## config.mk

```make
export PLATFORM = sky130hd
export DESIGN_NAME = disp_mux_ctrl
export DESIGN_NICKNAME = d
export VERILOG_FILES = /design/src/rtl/disp_mux_pkg.sv /design/src/rtl/disp_tick_div.sv /design/src/rtl/disp_seg_latch.sv /design/src/rtl/disp_sel_dec.sv /design/src/rtl/disp_mux_ctrl.sv
export SDC_FILE = /design/constraint.sdc
export NUM_CORES = 1
export LEC_CHECK = 0
export BUFFER_PORTS_ARGS = -buffer_cell sky130_fd_sc_hd__buf_2
export CORE_AREA = 2 2 73 75
export DETAILED_ROUTE_END_ITERATION = 8
export DIE_AREA = 0 0 75 77
export PLACE_DENSITY = 0.79
export SLEW_MARGIN = 30
export SYNTH_ARGS = -nofsm -noshare
export SYNTH_HDL_FRONTEND = slang
export SYNTH_HIERARCHICAL = 1
export SYNTH_SLANG_ARGS = --single-unit
```

## constraint.sdc

```tcl
create_clock -name clk_i -period 4.09 [get_ports clk_i]
set_input_delay 0.818 -clock clk_i [delete_from_list [all_inputs] [get_ports clk_i]]
set_output_delay 0.818 -clock clk_i [all_outputs]
set_load 0.05 [all_outputs]
```

## src/rtl/disp_mux_pkg.sv

```systemverilog
package disp_mux_pkg;
  typedef enum logic {PH_FIRST = 1'b0, PH_SECOND = 1'b1} phase_e;
endpackage

```

## src/rtl/disp_tick_div.sv

```systemverilog
module disp_tick_div #(
  parameter int DIV        = 1024,
  parameter int HALF_BLANK = 2
) (
  input  logic clk_i,
  input  logic rst_ni,
  output logic tick_o,
  output logic blank_o
);
  localparam int CNT_W = $clog2(DIV);

  logic [CNT_W-1:0] cnt_q;

  assign tick_o  = (cnt_q == CNT_W'(DIV - 1));
  assign blank_o = (cnt_q < CNT_W'(HALF_BLANK)) || (cnt_q >= CNT_W'(DIV - HALF_BLANK));

  always_ff @(posedge clk_i or negedge rst_ni) begin
    if (!rst_ni)     cnt_q <= '0;
    else if (tick_o) cnt_q <= '0;
    else             cnt_q <= cnt_q + 1'b1;
  end
endmodule

```

## src/rtl/disp_seg_latch.sv

```systemverilog
module disp_seg_latch #(
  parameter int SEG_W = 16
) (
  input  logic             clk_i,
  input  logic             rst_ni,
  input  logic             wr_en_i,
  input  logic             wr_sel_i,
  input  logic [SEG_W-1:0] wr_data_i,
  input  logic             load_i,
  input  logic             load_sel_i,
  output logic [SEG_W-1:0] seg_o
);
  logic [SEG_W-1:0] stage_q [2];
  logic [SEG_W-1:0] seg_q;

  for (genvar i = 0; i < 2; i++) begin : g_stage
    always_ff @(posedge clk_i or negedge rst_ni) begin
      if (!rst_ni)                             stage_q[i] <= '0;
      else if (wr_en_i && (wr_sel_i == 1'(i))) stage_q[i] <= wr_data_i;
    end
  end

  // shown pattern only moves on a phase boundary
  always_ff @(posedge clk_i or negedge rst_ni) begin
    if (!rst_ni)     seg_q <= '0;
    else if (load_i) seg_q <= stage_q[load_sel_i];
  end

  assign seg_o = seg_q;
endmodule

```

## src/rtl/disp_sel_dec.sv

```systemverilog
module disp_sel_dec #(
  parameter int DIGITS = 8
) (
  input  logic                             clk_i,
  input  logic                             rst_ni,
  input  logic                             load_i,
  input  logic [$clog2(DIGITS/2)-1:0]      base_i,
  input  logic                             phase_i,
  input  logic                             blank_i,
  output logic [DIGITS-1:0]                dsel_o
);
  localparam int IDX_W = $clog2(DIGITS);

  logic [IDX_W-1:0] idx_q;

  always_ff @(posedge clk_i or negedge rst_ni) begin
    if (!rst_ni)     idx_q <= IDX_W'(1);
    else if (load_i) idx_q <= {base_i, phase_i};
  end

  assign dsel_o = blank_i ? '0 : (DIGITS'(1) << idx_q);
endmodule

```

## src/rtl/disp_mux_ctrl.sv

```systemverilog
module disp_mux_ctrl
  import disp_mux_pkg::*;
#(
  parameter int SEG_W  = 16,
  parameter int DIGITS = 8,
  parameter int DIV    = 1024,
  parameter int BLANK  = 4
) (
  input  logic                        clk_i,
  input  logic                        rst_ni,
  input  logic                        wr_en_i,
  input  logic                        wr_sel_i,
  input  logic [SEG_W-1:0]            wr_data_i,
  input  logic [$clog2(DIGITS/2)-1:0] base_pair_i,
  input  logic                        irq_ack_i,
  output logic [SEG_W-1:0]            seg_o,
  output logic [DIGITS-1:0]           dsel_o,
  output logic                        irq_o
);
  localparam int HALF_BLANK = BLANK / 2;

  logic   tick;
  logic   blank;
  phase_e phase_q;
  phase_e phase_nxt;
  logic   irq_q;

  assign phase_nxt = (phase_q == PH_FIRST) ? PH_SECOND : PH_FIRST;

  disp_tick_div #(.DIV(DIV), .HALF_BLANK(HALF_BLANK)) u_div (
    .clk_i   (clk_i),
    .rst_ni  (rst_ni),
    .tick_o  (tick),
    .blank_o (blank)
  );

  disp_seg_latch #(.SEG_W(SEG_W)) u_latch (
    .clk_i      (clk_i),
    .rst_ni     (rst_ni),
    .wr_en_i    (wr_en_i),
    .wr_sel_i   (wr_sel_i),
    .wr_data_i  (wr_data_i),
    .load_i     (tick),
    .load_sel_i (phase_nxt),
    .seg_o      (seg_o)
  );

  disp_sel_dec #(.DIGITS(DIGITS)) u_sel (
    .clk_i   (clk_i),
    .rst_ni  (rst_ni),
    .load_i  (tick),
    .base_i  (base_pair_i),
    .phase_i (phase_nxt),
    .blank_i (blank),
    .dsel_o  (dsel_o)
  );

  always_ff @(posedge clk_i or negedge rst_ni) begin
    if (!rst_ni)   phase_q <= PH_SECOND;
    else if (tick) phase_q <= phase_nxt;
  end

  // set has priority over acknowledge
  always_ff @(posedge clk_i or negedge rst_ni) begin
    if (!rst_ni)                             irq_q <= 1'b0;
    else if (tick && phase_nxt == PH_FIRST)  irq_q <= 1'b1;
    else if (irq_ack_i)                      irq_q <= 1'b0;
  end

  assign irq_o = irq_q;
endmodule

```

# ---- After elaboration in Yosys (flattened, before gate mapping)
# Index checks and enable logic that the tools add are counted.
# Widths: inputs -> output; s select.
dict set report totals {
  reg_bits 63
  in_bits 23
  output_inout_bits 25
}
dict set report op_classes {
  bitwise_logic 2
  n_mux 8
  n_eq_ne 1
  order_cmp 3
  n_shift 1
  n_reduce_logical 5
  addsub 1
}
# op count
set ops {}
lappend ops {{$mux 16} 3}
lappend ops {{$add 10x1->10 const B} 1}
lappend ops {{$eq 10x10->1 const B} 1}
lappend ops {{$ge 10x10->1 const B} 1}
lappend ops {{$lt 10x2->1 const B} 1}
lappend ops {{$mux 10} 1}
lappend ops {{$mux 8} 1}
lappend ops {{$shl 1x3->8 const A} 1}
lappend ops {{$logic_and 1x1->1} 3}
lappend ops {{$mux 1} 3}
lappend ops {{$ge 2x2->1 const B} 1}
lappend ops {{$not 1->2} 1}
lappend ops {{$reduce_bool 2->1} 1}
lappend ops {{$logic_or 1x1->1} 1}
lappend ops {{$not 1->1} 1}

# ---- Longest topological paths before layout
# Gate-level depths: netlist of run 1.
dict set report logic_depth {
  depth_word 5
  mapped_depth 6
  depth_no_buf 5
}

# ---- Hierarchy
# Netlist of run 1, hierarchy kept.
# mod area_per_inst_um2 cells_each seq_area_each_um2 instances
set by_module_without_submodules {}
lappend by_module_without_submodules {disp_seg_latch 1984.4 138 1201.2 1}
lappend by_module_without_submodules {disp_tick_div 486.7 45 250.2 1}
lappend by_module_without_submodules {disp_sel_dec 190.2 14 76.3 1}
lappend by_module_without_submodules {disp_mux_ctrl 76.3 7 51.3 1}

# ---- Least setup slack after synthesis of run 1
# Ideal clock, no wire load.
dict set report synth_timing {
  kind {reg-to-output}
  start {reg u_div.cnt_q[6]}
  end {out dsel_o[1]}
  stages_incl_launch_ff 4
  arrival_time_ns 2.484
  path_buffers 0
  path_slack_ns 0.788
  path_cell_list {dfrtp_1 nand3_1 o32ai_1 nor4b_1}
}
dict set report synth_between {
  elab_chain_cells 3
  word_cells_on_any_way 4
  cone_classes {order compare: 2; mux: 1; reduce/logical: 1}
}
# item line_no
set synth_lines {}
lappend synth_lines {{from (decl)} disp_tick_div.sv:12} ;# logic [CNT_W-1:0] cnt_q;
lappend synth_lines {{from (signal assigned)} disp_tick_div.sv:20} ;# else cnt_q <= cnt_q + 1'b1;
lappend synth_lines {{$lt 10x2->1 or $ge 10x10->1 (tied branches)} disp_tick_div.sv:15} ;# assign blank_o = (cnt_q < CNT_W'(HALF_BLANK)) || (cnt_q >= CNT_W'(DIV - HALF_BLANK));
lappend synth_lines {{$logic_or 1x1->1 *} disp_tick_div.sv:15}
lappend synth_lines {{via blank} disp_mux_ctrl.sv:23} ;# logic blank;
lappend synth_lines {{$mux 8 *} disp_sel_dec.sv:21} ;# assign dsel_o = blank_i ? '0 : (DIGITS'(1) << idx_q);
lappend synth_lines {{to (decl)} disp_mux_ctrl.sv:17} ;# output logic [DIGITS-1:0] dsel_o,
# The timed path passes the listed nets; every way through them passes the cells marked *.

# ---- Worst setup path in the final report of run 1
dict set report layout_timing {
  start {reg u_div.cnt_q[6]}
  end {out dsel_o[7]}
}
# The elaborated chain is that of the path after synthesis.

==> results of run 1 <==
## final cells by class
cell class	instances	area (um^2)
Timing Repair Buffer	49	252.7
Clock buffer	13	158.9
Multi-Input combinational cell	130	1082
Sequential cell	63	1579
Clock inverter	3	65.06
Fill cell	390	1740
Tap cell	70	87.58
Inverter	3	11.26
## layer usage
layer,part of all wire,track usage,vias to the layer above,wire length [um]
li1,-,-,829,-
met1,0.46,0.2538,857,2221
met2,0.48,0.2860,35,2347
met3,0.037,0.03811,10,179
met4,0.020,0.1018,0,95
met5,0,0,-,0
## registers in the layout (all words and copies together), names as in the netlist
signal           cells
u_sel/idx_q          3
u_latch/stage_q     32
phase_q              1
u_latch/seg_o       16
irq_o                1
u_div/cnt_q         10
## worst register-to-register path, cell delays in order, from the launching register on
cell and delay, ns:
dfrtp_1 0.40, ha_1 0.22, nand2_1 0.15, nor4_4 0.27, buf_4 0.43, mux2_1 0.36
## placed cells by master (no fill, tap or decap), types with 4 or more instances in the layout
cell      count
nor2_1       19
xor2_1        5
mux2i_1      16
clkbuf_8     11
buf_2        46
o21ai_0       4
nand2_1       5
a21oi_1      18
nand3_1       4
dfrtp_1      61
mux2_2       22
mux2_4       10
## cells by family (layout without fill, tap and decap cells)
| kind of cell | count (synthesis) | in the layout | synth area share |
|---|---|---|---|
| buffers and inverters | 11 | 68 | 0.02788 |
| multiplexers | 51 | 51 | 0.2162 |
| AO/OA/AOI/OAI | 24 | 24 | 0.04616 |
| XOR/XNOR | 6 | 6 | 0.01920 |
| flip-flops | 63 | 63 | 0.5768 |
| AND/OR/NAND/NOR | 48 | 48 | 0.1092 |
| adder cells (fa/ha/maj) | 1 | 1 | 0.004570 |
## where the power goes
part | leakage, uW | switching (uW) | internal [uW]
Clock | 0.000114 | 227 | 376
Sequential | 0.000787 | 24.8 | 670
Combinational | 0.000771 | 42.9 | 65.1
Total | 0.00167 | 295 | 1110
## worst max path at each step
| stage | to | cells past startpoint |
|---|---|---|
| CTS | dsel_o[7] | 4 |
| finish | dsel_o[7] | 4 |
| detailed placement | dsel_o[7] | 4 |
| global placement | dsel_o[7] | 4 |
| global route | dsel_o[7] | 4 |
| floorplan | dsel_o[1] | 3 |
## stage by stage
stage	std cells	cell area [um^2]	worst slack (ns)	util	hold WS [ns]
floorplan	204	2738	0.7878	-	0.4329
global placement	315	3010	1.556	0.6048	0.4560
detailed placement	315	3010	1.501	0.6048	0.4630
CTS	331	3234	1.127	0.6498	0.4691
global route	331	3237	0.9738	0.6503	0.4938
finish	331	3237	1.149	0.6503	0.4613
==> flow_summary.ini, run 1 <==
[sta]
setup_tns_ns = 0
max_slew_margin = 0.3867
rsz0062_at_grt = false
fin_crit_sh = 0.7190
tightest_slew_ns = 0.9189
clock.fmax_mhz = 340.1
fin_worst_skew_ns = 0.006489
post-route-min-period_ns = 2.941
setup_violations = 0
slew_violations = 0
hold_viol_final = 0

[logic_synthesis]
syn_avg_cell_area_um2 = 13.42
yosys-top-cells-area = dfrtp_1, mux2_2, mux2i_1, mux2_4, a21oi_1
syn_nets = 228
synth_ff_type = dfrtp_1
ys_seq_area_frac = 0.5768
async_flop_share = 1.000
yosys-top-cells-count = dfrtp_1, mux2_2, nor2_1
synth.most_common_cell = dfrtp_1
synth_edf_count = 0
yosys.cell_types.count = 34
synth_top_area_frac = 0.5576
yosys_warnings = 6
syn_inst = 204
ys_seq_elements = 63
syn_area_um2 = 2738
yosys.area.top_type = dfrtp_1

[global_routing]
grt_pass1_vias = 1772
antenna_found_initial = 0
track_usage = 0.1894
grt_pass1_wl_um = 8197
grt_overflow = 0
grt_max_degree = 44

[drt]
via_per_inst = 5.230
wirelength_um = 4843
drtPass1Iterations = 4
dr.first_iter.drc_count = 66
vias = 1731
drcViolationCount = 0
detail-route-antenna-nets = 0
wl_per_cell_um = 14.63

[pwr]
finalPower_uw = 1406
powerDensity_nw_per_um2 = 434.4
leakage_uw = 0.001672
peakVddDrop_mv = 0.3253

[worst_hold_path]
hold_path_class = reg2reg
min_path_cells = 1
hold_path.startpoint = u_div/cnt_q[0]
whs_endpoint = u_div/cnt_q[0]

[worst_setup_path]
required_ns = 3.27
critPathKind = reg2out
crit_buf_inv = 1
crit_family = compound AO/OA/AOI/OAI gates
path_cells = nand3_1 -> o32ai_1 -> and4b_1 -> buf_2
worstSetupStartpointType = flop
rr_startpoint = u_div/cnt_q[1]
critPathLaunch = u_div/cnt_q[6]
r2r-end = u_sel/idx_q[1]
worst_path_max_delay_cell = o32ai_1
path_max_fanout = 8
reg2reg_slack_ns = 2.15
cp_data_arrival_time_ns = 2.12
rr_worst_depth = 5
critical-path-max-stage-delay_ns = 0.70
cp-end-kind = output pin

[placed_design]
gp_congestion = 0.7416
portBuffers = 47
hpwl_um = 3125

[cts]
clockRootBuffer = clkbuf_8
post_cts_resized = 0
cts_tree = built
postCtsHoldBufs = 0
cts.sinks = 63
path_clk_slew_ns = 0.06
cts_max_level = 3
insertion_delay_ns = 0.33
cts_setup_buffers = 0
cts_buffers = 9
clock_path_buffers = 2

[finish]
drive_gt1_frac = 0.3870
syn_to_final_growth_pct = 18.24
antenna_cells = 0
nets = 280

[status]
status = finished, final reports clean

[floorplanning]
die_x_um = 75
rows = 26
start_util = 0.5500
die_h_um = 77
dieArea_um2 = 5775
io_pins = 48
core_um2 = 4977

[run]
cap_violations = 0
(Power assumes the default switching activity.)
==> run 2: changes to the inputs <==
--- a/config.mk
+++ b/config.mk
@@ -5,11 +5,12 @@
 export SDC_FILE = /design/constraint.sdc
 export NUM_CORES = 1
 export LEC_CHECK = 0
+export ABC_AREA = 1
 export BUFFER_PORTS_ARGS = -buffer_cell sky130_fd_sc_hd__buf_2
-export CORE_AREA = 2 2 73 75
+export CORE_AREA = 2 2 76 78
 export DETAILED_ROUTE_END_ITERATION = 8
-export DIE_AREA = 0 0 75 77
-export PLACE_DENSITY = 0.79
+export DIE_AREA = 0 0 78 80
+export PLACE_DENSITY = 0.77
 export SLEW_MARGIN = 30
 export SYNTH_ARGS = -nofsm -noshare
 export SYNTH_HDL_FRONTEND = slang
==> constraint.sdc (replaced) <==
create_clock -name clk_i -period 2.95 [get_ports clk_i]
set_input_delay 0.59 -clock clk_i [delete_from_list [all_inputs] [get_ports clk_i]]
set_output_delay 0.59 -clock clk_i [all_outputs]
set_load 0.05 [all_outputs]
==> run 2 against run 1 <==
Count of clock-buffer cells in the layout stayed put. Via count is 34% higher. Utilization decreased by 2.7 points. Total power grew 27%. Final cell count increased by 47%. First-iteration DRC count rose by 120%. Synthesized cell count is 78% higher. Global-route usage grew 1.9 points. Wire length up 18%. Final area is 4.1% higher.
==> flow_summary.ini, run 2 <==
[global_routing]
track_usage = 0.2086
grt_pass1_wl_um = 9977
grt_overflow = 0
grt_pass1_vias = 2241
grt_max_degree = 36
antenna_found_initial = 0

[sta]
post-route-min-period_ns = 2.198
clock.fmax_mhz = 455.0
fin_crit_sh = 0.7451
setup_violations = 0
slew_violations = 0
fin_worst_skew_ns = 0.007334
hold_viol_final = 0
tightest_slew_ns = 0.6678
max_slew_margin = 0.5548
setup_tns_ns = 0
rsz0062_at_grt = false
worst_hold_slack_ns = 0.2993

[logic_synthesis]
syn_nets = 388
yosys-top-cells-count = nand2_1, inv_1, dfrtp_1
synth_edf_count = 0
syn_area_um2 = 2943
yosys.area.top_type = dfrtp_1
ys_seq_area_frac = 0.5366
syn_avg_cell_area_um2 = 8.085
synth.most_common_cell = nand2_1
synth_ff_type = dfrtp_1
syn_inst = 364
yosys.cell_types.count = 26
synth_top_area_frac = 0.5187
yosys_warnings = 6
async_flop_share = 1.000
yosys-top-cells-area = dfrtp_1, nand2_1, inv_1, o21ai_1, nand3_1
ys_seq_elements = 63

[pwr]
peakVddDrop_mv = 0.2774
p_int_uw = 1378
p_seq_frac = 0.531
pwr-share-comb = 0.080
powerDensity_nw_per_um2 = 530.5
leakage_uw = 0.001982
p_clk_frac = 0.390
switching_power_uw = 409.8
switching_share = 0.2292

[cts]
cts_tree = built
postCtsHoldBufs = 0
cts_setup_buffers = 0
clockRootBuffer = clkbuf_8
cts_buffers = 9
path_clk_slew_ns = 0.06
clock_path_buffers = 2
cts.sinks = 63
post_cts_resized = 0
cts_max_level = 3
insertion_delay_ns = 0.33

[finish]
largest_reg_flops = 32
nFillCells = 481
regArea_um2 = 1579
syn_to_final_growth_pct = 14.54
layout_common_cells = nand2_1, inv_1, dfrtp_1
top_register = u_latch/stage_q
multi_input_area_um2 = 985.9
drive_gt1_frac = 0.2000
layout_commonest_cell = nand2_1
antenna_cells = 0
nets = 436
post-route-util = 0.6236

[drt]
wirelength_um = 5695
dr.first_iter.drc_count = 145
detail-route-antenna-nets = 0
drcViolationCount = 0
vias = 2313
via_per_inst = 4.749
wl_per_cell_um = 11.69
drtPass1Iterations = 4

[run]
cap_violations = 0

[placed_design]
hpwl_um = 3889
portBuffers = 47
gp_congestion = 0.7711

[worst_setup_path]
worst_path_max_delay_cell = dfrtp_1
crit_buf_inv = 3
cp_data_arrival_time_ns = 1.61
critPathKind = reg2out
reg2reg_slack_ns = 0.96
crit_family = simple AND/OR/NAND/NOR gates
rr_startpoint = u_div/cnt_q[0]
path_cells = inv_1 -> nor2_2 -> nand3_1 -> nand2_1 -> inv_2 -> nand2_1 -> nor2_1 -> buf_2
crit_top_cell = nand2_1
required_ns = 2.36
r2r-end = u_latch/seg_o[0]
path_max_fanout = 5
critical-path-max-stage-delay_ns = 0.45
worstSetupStartpointType = flop
rr_worst_depth = 8
cp-end-kind = output pin

[floorplanning]
die_h_um = 80
dieArea_um2 = 6240
die_x_um = 78
rows = 27
start_util = 0.5444
io_pins = 48
core_um2 = 5405

[worst_hold_path]
hold_path_class = in2async

[status]
status = finished, final reports clean
## run 2: cell types whose count changed in the layout (fill, tap and decap cells not counted), moves of 4 or more
cell | previous run | this run
o21ai_2 | 0 | 6
inv_2 | 0 | 4
inv_1 | 3 | 65
nand2_1 | 5 | 127
mux2i_1 | 16 | 0
nand3_1 | 4 | 20
o21ai_1 | 0 | 26
mux2_4 | 10 | 0
mux2_2 | 22 | 0
a21oi_1 | 18 | 1
## run 2: cell families (layout without fill, tap and decap cells)
logic type | after synthesis | after routing | share of synthesized area
AO/OA/AOI/OAI | 36 | 36 | 0.06887
flip-flops | 63 | 63 | 0.5366
AND/OR/NAND/NOR | 176 | 176 | 0.2470
buffers and inverters | 83 | 134 | 0.1284
XOR/XNOR | 5 | 5 | 0.01488
adder cells (fa/ha/maj) | 1 | 1 | 0.004251
## run 2: worst max-delay path by stage
| stage | cells after the start | from | end |
|---|---|---|---|
| floorplan | 7 | u_div/cnt_q[5] | dsel_o[4] |
| global placement | 9 | u_div/cnt_q[0] | phase_q |
| detailed placement | 7 | u_div/cnt_q[0] | u_sel/idx_q[2] |
| CTS | 8 | u_div/cnt_q[6] | dsel_o[6] |
| global route | 8 | u_div/cnt_q[5] | dsel_o[6] |
| finish | 8 | u_div/cnt_q[4] | dsel_o[6] |
## run 2: worst reg2reg max path, cell delays in order, from the launching register on
cell	delay (ns)
dfrtp_1	0.41
ha_1	0.23
nand2_2	0.10
nor2_4	0.15
nand3_2	0.17
inv_1	0.42
buf_4	0.28
nand3_1	0.11
nand2_1	0.07
## run 2: power groups by stage
stage                     sequential (uW)  combinational, uW  clock [uW]
after global placement                961                138           0
after global routing                  955                169         755
after floorplan                       956               96.2           0
final                                 949                142         697
after CTS                             948                145         713
after detailed placement              963                144           0
## run 2: layer usage
layer	part of all wire	track usage
met1	0.45	0.2455
met2	0.49	0.3491
met3	0.032	0.04638
met4	0.025	0.1281
met5	0	0
## run 2: cell type report
type / count / area share
clock buffer: 13 / 0.04417
clock inverter: 1 / 0.008909
inverter: 71 / 0.08129
multi-input combinational: 218 / 0.2925
sequential: 63 / 0.4684
tap: 72 / 0.02673
timing repair buffer: 49 / 0.07795
## run 2: through the flow
stage          area [um^2]  std cells  total power [uW]  setup slack (ns)
3_3_place_gp          3192        473              1098             1.111
6_report              3371        487              1788            0.7521
3_5_place_dp          3192        473              1107            0.9899
4_1_cts               3371        487              1806            0.7457
5_1_grt               3371        487              1880            0.5703
2_1_floorplan         2943        364              1052            0.9079
